File: config.mk
export PLATFORM = sky130hd
export DESIGN_NAME = sdram_cmd_monitor
export DESIGN_NICKNAME = d
export VERILOG_FILES = /design/src/rtl/sdc_pkg.sv /design/src/rtl/sdc_cmd_decode.sv /design/src/rtl/sdc_bank_track.sv /design/src/rtl/sdc_spacing_guard.sv /design/src/rtl/sdc_refresh_watch.sv /design/src/rtl/sdram_cmd_monitor.sv
export SDC_FILE = /design/constraint.sdc
export NUM_CORES = 1
export LEC_CHECK = 0
export ABC_AREA = 1
export CAP_MARGIN = 20
export CORE_MARGIN = 10
export CORE_UTILIZATION = 59
export DETAILED_ROUTE_END_ITERATION = 6
export PLACE_DENSITY = 0.77
export SETUP_SLACK_MARGIN = 0.5
export SYNTH_ARGS = -nofsm -noshare
export SYNTH_HDL_FRONTEND = slang
export SYNTH_SLANG_ARGS = --single-unit
File: constraint.sdc
create_clock -name clk -period 4.1 [get_ports clk]
set_input_delay 0.82 -clock clk [delete_from_list [all_inputs] [get_ports clk]]
set_output_delay 0.82 -clock clk [all_outputs]
set_load 0.005 [all_outputs]
File: src/rtl/sdc_pkg.sv
package sdc_pkg;

   typedef enum logic [2:0] {
      CMD_NOP = 3'd0,
      CMD_MRS = 3'd1,
      CMD_REF = 3'd2,
      CMD_PRE = 3'd3,
      CMD_ACT = 3'd4,
      CMD_WR  = 3'd5,
      CMD_RD  = 3'd6,
      CMD_BST = 3'd7
   } sdc_cmd_e;

   localparam int ERR_W     = 4;
   localparam int NUM_CODES = 9;

   typedef enum logic [ERR_W-1:0] {
      ERR_NONE     = 4'd0,
      ERR_MRD      = 4'd1,
      ERR_ACT_OPEN = 4'd2,
      ERR_RP       = 4'd3,
      ERR_RRD      = 4'd4,
      ERR_IDLE     = 4'd5,
      ERR_RCD      = 4'd6,
      ERR_RAS      = 4'd7,
      ERR_REF      = 4'd8
   } sdc_err_e;

   function automatic int max2(input int a, input int b);
      return (a > b) ? a : b;
   endfunction

endpackage

File: src/rtl/sdc_cmd_decode.sv
module sdc_cmd_decode
   import sdc_pkg::*;
(
   input  logic     cke_i,
   input  logic     cs_n_i,
   input  logic     ras_n_i,
   input  logic     cas_n_i,
   input  logic     we_n_i,
   output sdc_cmd_e cmd_o
);

   // strobe encodings; R2: deselect or frozen clock reads as no-operation
   always_comb begin
      cmd_o = CMD_NOP;
      if (cke_i && !cs_n_i) begin
         unique case ({ras_n_i, cas_n_i, we_n_i})
            3'b000:  cmd_o = CMD_MRS;
            3'b001:  cmd_o = CMD_REF;
            3'b010:  cmd_o = CMD_PRE;
            3'b011:  cmd_o = CMD_ACT;
            3'b100:  cmd_o = CMD_WR;
            3'b101:  cmd_o = CMD_RD;
            3'b110:  cmd_o = CMD_BST;
            default: cmd_o = CMD_NOP;
         endcase
      end
   end

endmodule

File: src/rtl/sdc_bank_track.sv
module sdc_bank_track
   import sdc_pkg::*;
#(
   parameter int T_RP      = 3,
   parameter int T_RCD     = 3,
   parameter int T_RAS     = 6,
   parameter int BURST_LEN = 4
) (
   input  logic     clk,
   input  logic     rst_n,
   input  sdc_cmd_e cmd_i,
   input  logic     sel_i,
   input  logic     a10_i,
   output logic     open_o,
   output logic     v_act_open_o,
   output logic     v_rp_o,
   output logic     v_idle_o,
   output logic     v_rcd_o,
   output logic     v_ras_o
);

   localparam int AP_WAIT = BURST_LEN + T_RP;
   localparam int CW      = $clog2(max2(max2(T_RAS, T_RCD), AP_WAIT) + 1);

   logic          open_q;
   logic [CW-1:0] rp_left_q;
   logic [CW-1:0] rcd_left_q;
   logic [CW-1:0] ras_left_q;

   logic act_hit, rw_hit, pre_hit;

   assign act_hit = (cmd_i == CMD_ACT) && sel_i;
   assign rw_hit  = ((cmd_i == CMD_RD) || (cmd_i == CMD_WR)) && sel_i;
   assign pre_hit = (cmd_i == CMD_PRE) && (sel_i || a10_i);

   // rule checks against the state held before this command
   assign v_act_open_o = act_hit && open_q;
   assign v_rp_o       = act_hit && !open_q && (rp_left_q != '0);
   assign v_idle_o     = rw_hit && !open_q;
   assign v_rcd_o      = rw_hit && open_q && (rcd_left_q != '0);
   assign v_ras_o      = pre_hit && open_q && (ras_left_q != '0);
   assign open_o       = open_q;

   always_ff @(posedge clk or negedge rst_n) begin
      if (!rst_n) begin
         open_q     <= 1'b0;
         rp_left_q  <= '0;
         rcd_left_q <= '0;
         ras_left_q <= '0;
      end else begin
         if (rp_left_q != '0)  rp_left_q  <= rp_left_q - 1'b1;
         if (rcd_left_q != '0) rcd_left_q <= rcd_left_q - 1'b1;
         if (ras_left_q != '0) ras_left_q <= ras_left_q - 1'b1;
         if (act_hit) begin
            open_q     <= 1'b1;
            rcd_left_q <= CW'(T_RCD - 1);
            ras_left_q <= CW'(T_RAS - 1);
         end else if (pre_hit) begin
            // one bank or all banks close and start the precharge period
            open_q    <= 1'b0;
            rp_left_q <= CW'(T_RP - 1);
         end else if (rw_hit && a10_i && open_q) begin
            // precharge period begins once the burst has finished
            open_q    <= 1'b0;
            rp_left_q <= CW'(AP_WAIT - 1);
         end
      end
   end

endmodule

File: src/rtl/sdc_spacing_guard.sv
module sdc_spacing_guard
   import sdc_pkg::*;
#(
   parameter int T_RRD = 2,
   parameter int T_MRD = 2,
   parameter int BA_W  = 2
) (
   input  logic            clk,
   input  logic            rst_n,
   input  sdc_cmd_e        cmd_i,
   input  logic [BA_W-1:0] ba_i,
   output logic            v_rrd_o,
   output logic            v_mrd_o
);

   localparam int GW = $clog2(max2(T_RRD, T_MRD) + 1);

   logic [GW-1:0]   rrd_left_q;
   logic [GW-1:0]   mrd_left_q;
   logic [BA_W-1:0] last_act_q;

   // activates to different banks too close together
   assign v_rrd_o = (cmd_i == CMD_ACT) && (rrd_left_q != '0) && (ba_i != last_act_q);
   // anything but no-operation inside the mode-set recovery window
   assign v_mrd_o = (cmd_i != CMD_NOP) && (mrd_left_q != '0);

   always_ff @(posedge clk or negedge rst_n) begin
      if (!rst_n) begin
         rrd_left_q <= '0;
         mrd_left_q <= '0;
         last_act_q <= '0;
      end else begin
         if (rrd_left_q != '0) rrd_left_q <= rrd_left_q - 1'b1;
         if (mrd_left_q != '0) mrd_left_q <= mrd_left_q - 1'b1;
         if (cmd_i == CMD_ACT) begin
            rrd_left_q <= GW'(T_RRD - 1);
            last_act_q <= ba_i;
         end
         if (cmd_i == CMD_MRS) mrd_left_q <= GW'(T_MRD - 1);
      end
   end

endmodule

File: src/rtl/sdc_refresh_watch.sv
module sdc_refresh_watch
   import sdc_pkg::*;
#(
   parameter int REFI = 1041
) (
   input  logic     clk,
   input  logic     rst_n,
   input  sdc_cmd_e cmd_i,
   output logic     v_ref_o
);

   localparam int NW = $clog2(REFI + 1);

   // holds k in the cycle k cycles after the last auto refresh, saturating at REFI
   logic [NW-1:0] since_q;

   // the last allowed cycle went by without an auto refresh
   assign v_ref_o = (since_q >= NW'(REFI)) && (cmd_i != CMD_REF);

   always_ff @(posedge clk or negedge rst_n) begin
      if (!rst_n) begin
         since_q <= '0;
      end else if (cmd_i == CMD_REF) begin
         since_q <= NW'(1);
      end else if (since_q < NW'(REFI)) begin
         since_q <= since_q + 1'b1;
      end
   end

endmodule

File: src/rtl/sdram_cmd_monitor.sv
module sdram_cmd_monitor
   import sdc_pkg::*;
#(
   parameter int NUM_BANKS = 4,
   parameter int T_RP      = 3,
   parameter int T_RCD     = 3,
   parameter int T_RAS     = 6,
   parameter int T_RRD     = 2,
   parameter int T_MRD     = 2,
   parameter int BURST_LEN = 4,
   parameter int REFI      = 1041,
   parameter bit REF_CHECK = 1'b1
) (
   input  logic                        clk,
   input  logic                        rst_n,
   input  logic                        cke,
   input  logic                        cs_n,
   input  logic                        ras_n,
   input  logic                        cas_n,
   input  logic                        we_n,
   input  logic [$clog2(NUM_BANKS)-1:0] ba,
   input  logic                        a10,
   output logic                        err_flag,
   output logic [ERR_W-1:0]            err_code
);

   localparam int BA_W = $clog2(NUM_BANKS);

   // elaboration-time parameter checks
   if (NUM_BANKS < 2 || (NUM_BANKS & (NUM_BANKS - 1)) != 0) begin : g_chk_banks
      $error("NUM_BANKS must be a power of two of at least 2");
   end
   if (T_RP < 1 || T_RCD < 1 || T_RAS < 1 || T_RRD < 1 || T_MRD < 1) begin : g_chk_t
      $error("spacing limits must be at least one cycle");
   end
   if (BURST_LEN < 1 || REFI < 2) begin : g_chk_misc
      $error("BURST_LEN must be positive and REFI at least 2");
   end

   sdc_cmd_e cmd;

   sdc_cmd_decode u_decode (
      .cke_i   (cke),
      .cs_n_i  (cs_n),
      .ras_n_i (ras_n),
      .cas_n_i (cas_n),
      .we_n_i  (we_n),
      .cmd_o   (cmd)
   );

   logic [NUM_BANKS-1:0] bank_open;
   logic [NUM_BANKS-1:0] v_act_open, v_rp, v_idle, v_rcd, v_ras;

   for (genvar g = 0; g < NUM_BANKS; g++) begin : g_bank
      sdc_bank_track #(
         .T_RP      (T_RP),
         .T_RCD     (T_RCD),
         .T_RAS     (T_RAS),
         .BURST_LEN (BURST_LEN)
      ) u_bank (
         .clk          (clk),
         .rst_n        (rst_n),
         .cmd_i        (cmd),
         .sel_i        (ba == BA_W'(g)),
         .a10_i        (a10),
         .open_o       (bank_open[g]),
         .v_act_open_o (v_act_open[g]),
         .v_rp_o       (v_rp[g]),
         .v_idle_o     (v_idle[g]),
         .v_rcd_o      (v_rcd[g]),
         .v_ras_o      (v_ras[g])
      );
   end

   logic v_rrd, v_mrd, v_ref;

   sdc_spacing_guard #(
      .T_RRD (T_RRD),
      .T_MRD (T_MRD),
      .BA_W  (BA_W)
   ) u_spacing (
      .clk     (clk),
      .rst_n   (rst_n),
      .cmd_i   (cmd),
      .ba_i    (ba),
      .v_rrd_o (v_rrd),
      .v_mrd_o (v_mrd)
   );

   if (REF_CHECK) begin : g_ref_on
      sdc_refresh_watch #(
         .REFI (REFI)
      ) u_refresh (
         .clk     (clk),
         .rst_n   (rst_n),
         .cmd_i   (cmd),
         .v_ref_o (v_ref)
      );
   end else begin : g_ref_off
      assign v_ref = 1'b0;
   end

   // violation vector indexed by error code
   logic [NUM_CODES-1:0] viol;

   always_comb begin
      viol               = '0;
      viol[ERR_MRD]      = v_mrd;
      viol[ERR_ACT_OPEN] = |v_act_open;
      viol[ERR_RP]       = |v_rp;
      viol[ERR_RRD]      = v_rrd;
      viol[ERR_IDLE]     = |v_idle;
      viol[ERR_RCD]      = |v_rcd;
      viol[ERR_RAS]      = |v_ras;
      viol[ERR_REF]      = v_ref;
   end

   // lowest code wins when several rules break together
   logic [ERR_W-1:0] code_nxt;

   always_comb begin
      code_nxt = '0;
      for (int i = NUM_CODES - 1; i >= 1; i--) begin
         if (viol[i]) code_nxt = ERR_W'(i);
      end
   end

   // first violation captured and held until reset
   always_ff @(posedge clk or negedge rst_n) begin
      if (!rst_n) begin
         err_flag <= 1'b0;
         err_code <= '0;
      end else if (!err_flag && (code_nxt != '0)) begin
         err_flag <= 1'b1;
         err_code <= code_nxt;
      end
   end

endmodule

==> summary.txt, run 1 <==
Worst setup path
  – Critical path arrival: 3.22 ns
  – CP max FO: 10
  – Critical path class: input port to flip-flop
  – Required @ worst endpoint: between 4 and 5 ns
  – Worst setup SP type: input port
  – Setup crit end kind: flip-flop

CTS
  – Post-CTS Setup Bufs: 0
  – # H-tree levels: 3
  – Post-CTS Hold Fix Bufs: 0
  – Post-CTS Resized: 0
  – Max clock buf depth: 2
  – CTS tree: yes
  – Total CTS buffers: 9
  – Clk Tree Root Cell: clkbuf_8
  – Worst-path clk slew: 0.07 ns
  – Worst-Skew Late Latency: around 0.33 ns
  – # clock sinks: 62

Synth
  – Synthesized flop and latch total: 62
  – Post-synth EDFFs: 0
  – Count of cell types in the netlist: 29
  – Yosys top cell area share: 40.9%
  – Syn Area/Cell: 7.71 µm²
  – Synth area leader: dfrtp_1
  – List of most frequent post-synthesis cells: inv_1, nand2_1, dfrtp_1, nor2_1
  – Syn. warnings: 0
  – Post-synth ARST share: 100%
  – Post-synthesis cell count: 492
  – Most area-consuming cells after synthesis: dfrtp_1, inv_1, ha_1
  – Syn Nets: ~540
  – Most used flip-flop cell after synthesis: dfrtp_1
  – Most frequent cell after synthesis: inv_1
  – Post-synthesis cell area: 3790 µm²
  – Seq/Total Area, Yosys: roughly two fifths

Floorplan
  – DIE AREA: roughly 10000 µm²
  – Die width: 100 µm
  – Core footprint: 6310 µm²
  – Starting Density: around 60%
  – Io pins: 15
  – Die Span Y: 100 µm
  – Row count: 29

Power
  – Clock Power Share: roughly a fifth
  – Leakage: 2.33 nW
  – Internal: approximately 1.6 mW
  – Pwr Total: 2.66 mW
  – Sequential Power Share: 38.4%
  – Switching Share: 39.5%
  – P per Cell Area: roughly 630 nW/µm²
  – Comb pwr share: 42.9%
  – Switching Power: 1.05 mW
  – Peak supply drop: 341 µV

Cells and area
  – P&R area growth vs syn: 10.5%
  – Fraction of layout cells with a size suffix above 1: approximately 6.9%
  – # diodes: 0
  – Nets@finish: roughly 560
  – Final core occ: 66.4%

GRT
  – Total GRT Usage: 15.3%
  – Number of global-route vias before repair: 2958
  – Global route overflow: 0
  – Largest net degree at the start of global routing: 37
  – First-pass GRT wire length: 12900 µm
  – Initial antenna violation count: 0

Timing
  – Fin Hold WS: ~0.47 ns
  – Max frequency: roughly 330 MHz
  – RSZ-0062 raised after global routing: false
  – Post-layout minimum cycle time: roughly 3 ns
  – # setup viols final: 0
  – Worst Tran Pin Value: 0.800 ns
  – Final setup skew: 0.00883 ns
  – Final Hold Vio Count: 0
  – Final Slew Violations: 0
  – Post-route setup TNS: 0 ns
  – Slew margin rel.: 46.7%
  – Final period utilization: 73.2%

Placement
  – # port buffers: 14
  – Post-DP HPWL: roughly 5600 µm
  – Routability cong.: between 0.8 and 0.9

Outcome
  – Status: completed

Routing
  – Initial DRC count: 171
  – Routed len/inst: between 10 and 15 µm
  – Drc violations: 0
  – Detail Route Antenna Nets: 0
  – WL final: 7260 µm
  – DR pass1 iterations: 4
  – Vias: 3073
  – Vias per cell: 5.15

Min path
  – Worst hold path type: flip-flop to flip-flop

Run
  – Max_cap viols: 0
[critical path, stage by stage]
cell             delay (ns)
clkdlybuf4s50_1        0.51
inv_1                  0.07
ha_1                   0.33
nand3_1                0.16
nand2_2                0.10
nor2_2                 0.21
buf_4                  0.21
nand2_1                0.11
o21ai_1                0.15
nor2_1                 0.07
nand2_1                0.08
nor2_2                 0.05
nand3_1                0.05
inv_1                  0.05
nand2_2                0.09
nand2_4                0.06
nand2_1                0.06
nand2_1                0.05
[power groups by stage]
| stage | registers [mW] | clock network, mW | logic (mW) |
|---|---|---|---|
| 2_1_floorplan | 0.996 | 0 | 0.924 |
| 3_5_place_dp | 1.03 | 0 | 1.14 |
| 4_1_cts | 1.02 | 0.505 | 1.15 |
| 3_3_place_gp | 1.02 | 0 | 1.08 |
| 5_1_grt | 1.06 | 0.533 | 1.35 |
| 6_report | 1.02 | 0.497 | 1.14 |
[routing by layer]
layer	vias to the layer above	part of all wire, %	track usage (%)	wire [µm]
met5	-	0	0	0
met4	0	1.7	5.65	120
met3	12	3.4	3.43	244
met2	44	48	25.1	3470
met1	1428	47	19.4	3430
li1	1589	-	-	-
[through the flow]
stage	instance area, µm²	cells	setup slack, ns
after floorplan	3790	492	1.66
after global placement	4010	581	0.888
after detailed placement	4010	581	0.777
after CTS	4190	597	1.10
after global routing	4190	597	0.807
final	4190	597	1.10
[state kept, by name, summed over array words and instances (netlist names)]
name,cells
g_ref_on.u_refresh.since_q,11
g_bank.u_bank.ras_left_q,12
u_spacing.mrd_left_q,2
err_flag,1
g_bank.u_bank.rp_left_q,12
g_bank.u_bank.open_o,4
u_spacing.last_act_q,2
err_code,4
g_bank.u_bank.rcd_left_q,12
u_spacing.rrd_left_q,2
[placed cells by master (no fill, tap or decap), drive strengths merged]
cell	n
nor3	10
o22ai	1
clkinv	5
nand2	103
a211oi	4
a21oi	21
nor4	1
o211ai	4
nand4	15
o31ai	4
nor2	40
xor2	7
or2	1
ha	33
xnor2	5
clkbuf	12
inv	115
o21bai	1
clkdlybuf4s50	13
o21ai	24
buf	3
dfrtp	62
nand3	36
[cell type report]
| class | instances | area [µm²] |
|---|---|---|
| clock buffers | 12 | 165 |
| clock inverters | 4 | 20.0 |
| fillers | 563 | 2120 |
| inverters | 116 | 437 |
| multi-input cells | 310 | 1770 |
| flip-flops and latches | 62 | 1550 |
| well taps | 77 | 96.3 |
| repair buffers | 16 | 150 |
[worst paths after layout]
kind                       slack (ns)                                          to  cells after the start                                  startpoint
setup / recovery                 1.10                     err_code[2]$_DFFE_PN0P_                     18                                       cas_n
setup reg to reg                 2.00  g_ref_on.u_refresh.since_q[10]$_DFFE_PN0P_                     11   g_ref_on.u_refresh.since_q[5]$_DFFE_PN0P_
max in group asynchronous        2.67         g_bank[2].u_bank.open_o$_DFFE_PN0P_                      2                                       rst_n
hold reg to reg                  0.47  g_bank[1].u_bank.rcd_left_q[2]$_DFFE_PN0P_                      1  g_bank[1].u_bank.rcd_left_q[2]$_DFFE_PN0P_
min in group asynchronous        0.57  g_bank[1].u_bank.rcd_left_q[2]$_DFFE_PN0P_                      1                                       rst_n
hold / removal                   0.47  g_bank[1].u_bank.rcd_left_q[2]$_DFFE_PN0P_                      1  g_bank[1].u_bank.rcd_left_q[2]$_DFFE_PN0P_
[cells by family (layout without fill, tap and decap cells)]
group | Yosys count | after routing | share of synthesized area (%)
compound gates | 59 | 59 | 8.77
fa+ha+maj | 33 | 33 | 10.9
simple gates | 206 | 206 | 24.3
buf+inv | 120 | 148 | 12.4
xor+xnor | 12 | 12 | 2.77
flops | 62 | 62 | 40.9
No activity file was read; power rests on OpenSTA's default activity.
==> run 2: changes to the inputs <==
clock period = 2.9 ns   (was 4.1 ns; I/O delays follow)
==> run 2 against run 1 <==
Effect of this change:
- final cell count increased by 3.5%
- first-iteration DRC count increased by 47%
- core utilization increased by 5.2 points
- final area increased by 7.8%
- power increased by 46%
- critical endpoint is now err_code[1]$_DFFE_PN0P_
- combinational power increased by 45%
- flip-flop and latch count unchanged
- largest cell class unchanged
==> summary.txt, run 2 (synthesis gave the netlist of run 1 again) <==
Outcome
  – Status: completed

Placement
  – Pre-CTS setup slack: -0.0647 ns
  – Post-DP HPWL: 5590 µm
  – Routability cong.: about 0.85
  – Placed instance count: 594
  – # port buffers: 14

Routing
  – Initial DRC count: 251
  – Metal2 WL: 3820 µm
  – Met3 wire len: 320 µm
  – Top sig layer: met4
  – Vias per cell: 5.18
  – Vias: 3200
  – Detail Route Antenna Nets: 0
  – DR pass1 iterations: 5
  – Met1 WL: ~3600 µm
  – Drc violations: 0
  – WL final: ~8000 µm
  – Routed len/inst: 12.7 µm

Power
  – Leakage: 2.50 nW
  – Peak supply drop: 569 µV
  – Pwr Total: ~3.9 mW
  – P per Cell Area: approximately 860 nW/µm²

Run
  – Max_cap viols: 0

Worst setup path
  – Worst reg2reg path endpoint: err_code[1]$_DFFE_PN0P_
  – Critical path class: input port to flip-flop
  – Worst setup SP type: input port
  – Setup crit end kind: flip-flop
  – FF-to-FF Start: g_bank[3].u_bank.ras_left_q[0]$_DFFE_PN0P_
  – CP max FO: 14
  – Required @ worst endpoint: 3.14 ns
  – Critical path arrival: 2.47 ns
  – Worst R2R Setup Slack: slightly above 0.9 ns
  – Worst Reg2Reg Path Length in Cells: 16

Cells and area
  – P&R area growth vs syn: 19.2%
  – Commonest non-fill, non-tap cell in the layout: inv_1
  – Nets@finish: about 580
  – Largest registers: g_bank.u_bank.ras_left_q: 12 flops, g_bank.u_bank.rcd_left_q: 12 flops, g_bank.u_bank.rp_left_q: 12 flops
  – Layout Cells excl Fill: about 620
  – # diodes: 0
  – Most frequent cells in the layout: inv_1, nand2_1, dfrtp_1, ha_1, nand3_1
  – Fraction of layout cells with a size suffix above 1: approximately 14%

Min path
  – Worst hold path type: input port to async pin

GRT
  – Total GRT Usage: 16.0%
  – First-pass GRT wire length: 13400 µm
  – Global route overflow: 0
  – Initial antenna violation count: 0
  – Number of global-route vias before repair: 3105
  – Largest net degree at the start of global routing: 63

Timing
  – Post-route setup TNS: 0 ns
  – RSZ-0062 raised after global routing: false
  – Final Slew Violations: 0
  – Final setup margin: 0.666 ns
  – Post-layout minimum cycle time: between 2 and 2.5 ns
  – Final Hold Vio Count: 0
  – # setup viols final: 0
  – Max frequency: between 400 and 500 MHz
  – Slew margin rel.: 73.8%
  – Final setup skew: 0.00604 ns
  – Worst Tran Pin Value: slightly below 0.4 ns
  – Final period utilization: 77.0%

Floorplan
  – Starting Density: 60.1%
  – Io pins: 15
  – Row count: 29
  – Die width: 100 µm
  – Core footprint: 6310 µm²
  – DIE AREA: about 10000 µm²
  – Die Span Y: 100 µm

CTS
  – Max clock buf depth: 2
  – CTS tree: yes
  – # H-tree levels: 3
  – Worst-Skew Late Latency: 0.34 ns
  – # clock sinks: a little over 60
  – Clk Tree Root Cell: clkbuf_8
  – Post-CTS Hold Fix Bufs: 0
  – Total CTS buffers: 9
  – Worst-path clk slew: 0.07 ns
## run 2: critical path, cell delays in order
cell	delay (ns)
clkbuf_2	0.11
inv_2	0.06
ha_1	0.21
nor2_1	0.15
nand2_1	0.11
nand3_4	0.13
nor2_4	0.05
buf_12	0.14
nand2_1	0.09
o21ai_1	0.07
nor2_1	0.19
nand3_2	0.11
o21bai_2	0.20
nand2_2	0.09
nand2_4	0.06
nand2_1	0.07
nand2_1	0.05
## run 2: area by class of cell
cell class / instances / area (µm²)
multi-input cells: 310 / 1870
fillers: 458 / 1790
flip-flops and latches: 62 / 1550
repair buffers: 37 / 365
clock inverters: 3 / 42.5
well taps: 77 / 96.3
clock buffers: 13 / 159
inverters: 116 / 437
## run 2: metrics by stage
| step | hold WS, ns | util (%) | cell area (µm²) |
|---|---|---|---|
| floorplan | 0.284 | - | 3790 |
| global placement | 0.458 | 65.6 | 4140 |
| detailed placement | 0.465 | 65.6 | 4140 |
| CTS | 0.242 | 69.5 | 4390 |
| global route | 0.269 | 71.6 | 4520 |
| finish | 0.216 | 71.6 | 4520 |
## run 2: where the power goes
| group | leakage [nW] | total [mW] | internal, mW | switching [mW] |
|---|---|---|---|---|
| clock network | 0.0996 | 0.776 | 0.443 | 0.333 |
| logic | 1.64 | 1.65 | 0.688 | 0.967 |
| registers | 0.756 | 1.45 | 1.24 | 0.213 |
## run 2: metal layers
| metal | vias up | GRT usage (%) |
|---|---|---|
| met5 | - | 0 |
| met4 | 0 | 5.33 |
| met3 | 13 | 3.98 |
| met2 | 67 | 26.5 |
| met1 | 1496 | 19.9 |
| li1 | 1624 | - |
## run 2: worst max-delay path by stage
stage	from	to	slack (ns)	cells after the start
finish	we_n	err_code[1]$_DFFE_PN0P_	0.67	17
detailed placement	cas_n	err_code[1]$_DFFE_PN0P_	-0.06	17
CTS	we_n	err_code[1]$_DFFE_PN0P_	0.58	21
global placement	cas_n	err_flag$_DFFE_PN0P_	-0.02	16
floorplan	cas_n	err_code[3]$_DFFE_PN0P_	0.70	17
global route	we_n	err_code[2]$_DFFE_PN0P_	0.56	17
## run 2: what timing repair did
item,CTS,global route
gates resized for setup,9,27
pin swaps,4,15
setup endpoints to repair,6,6
gates cloned,0,1
hold endpoints to repair,0,0
setup buffers,3,4
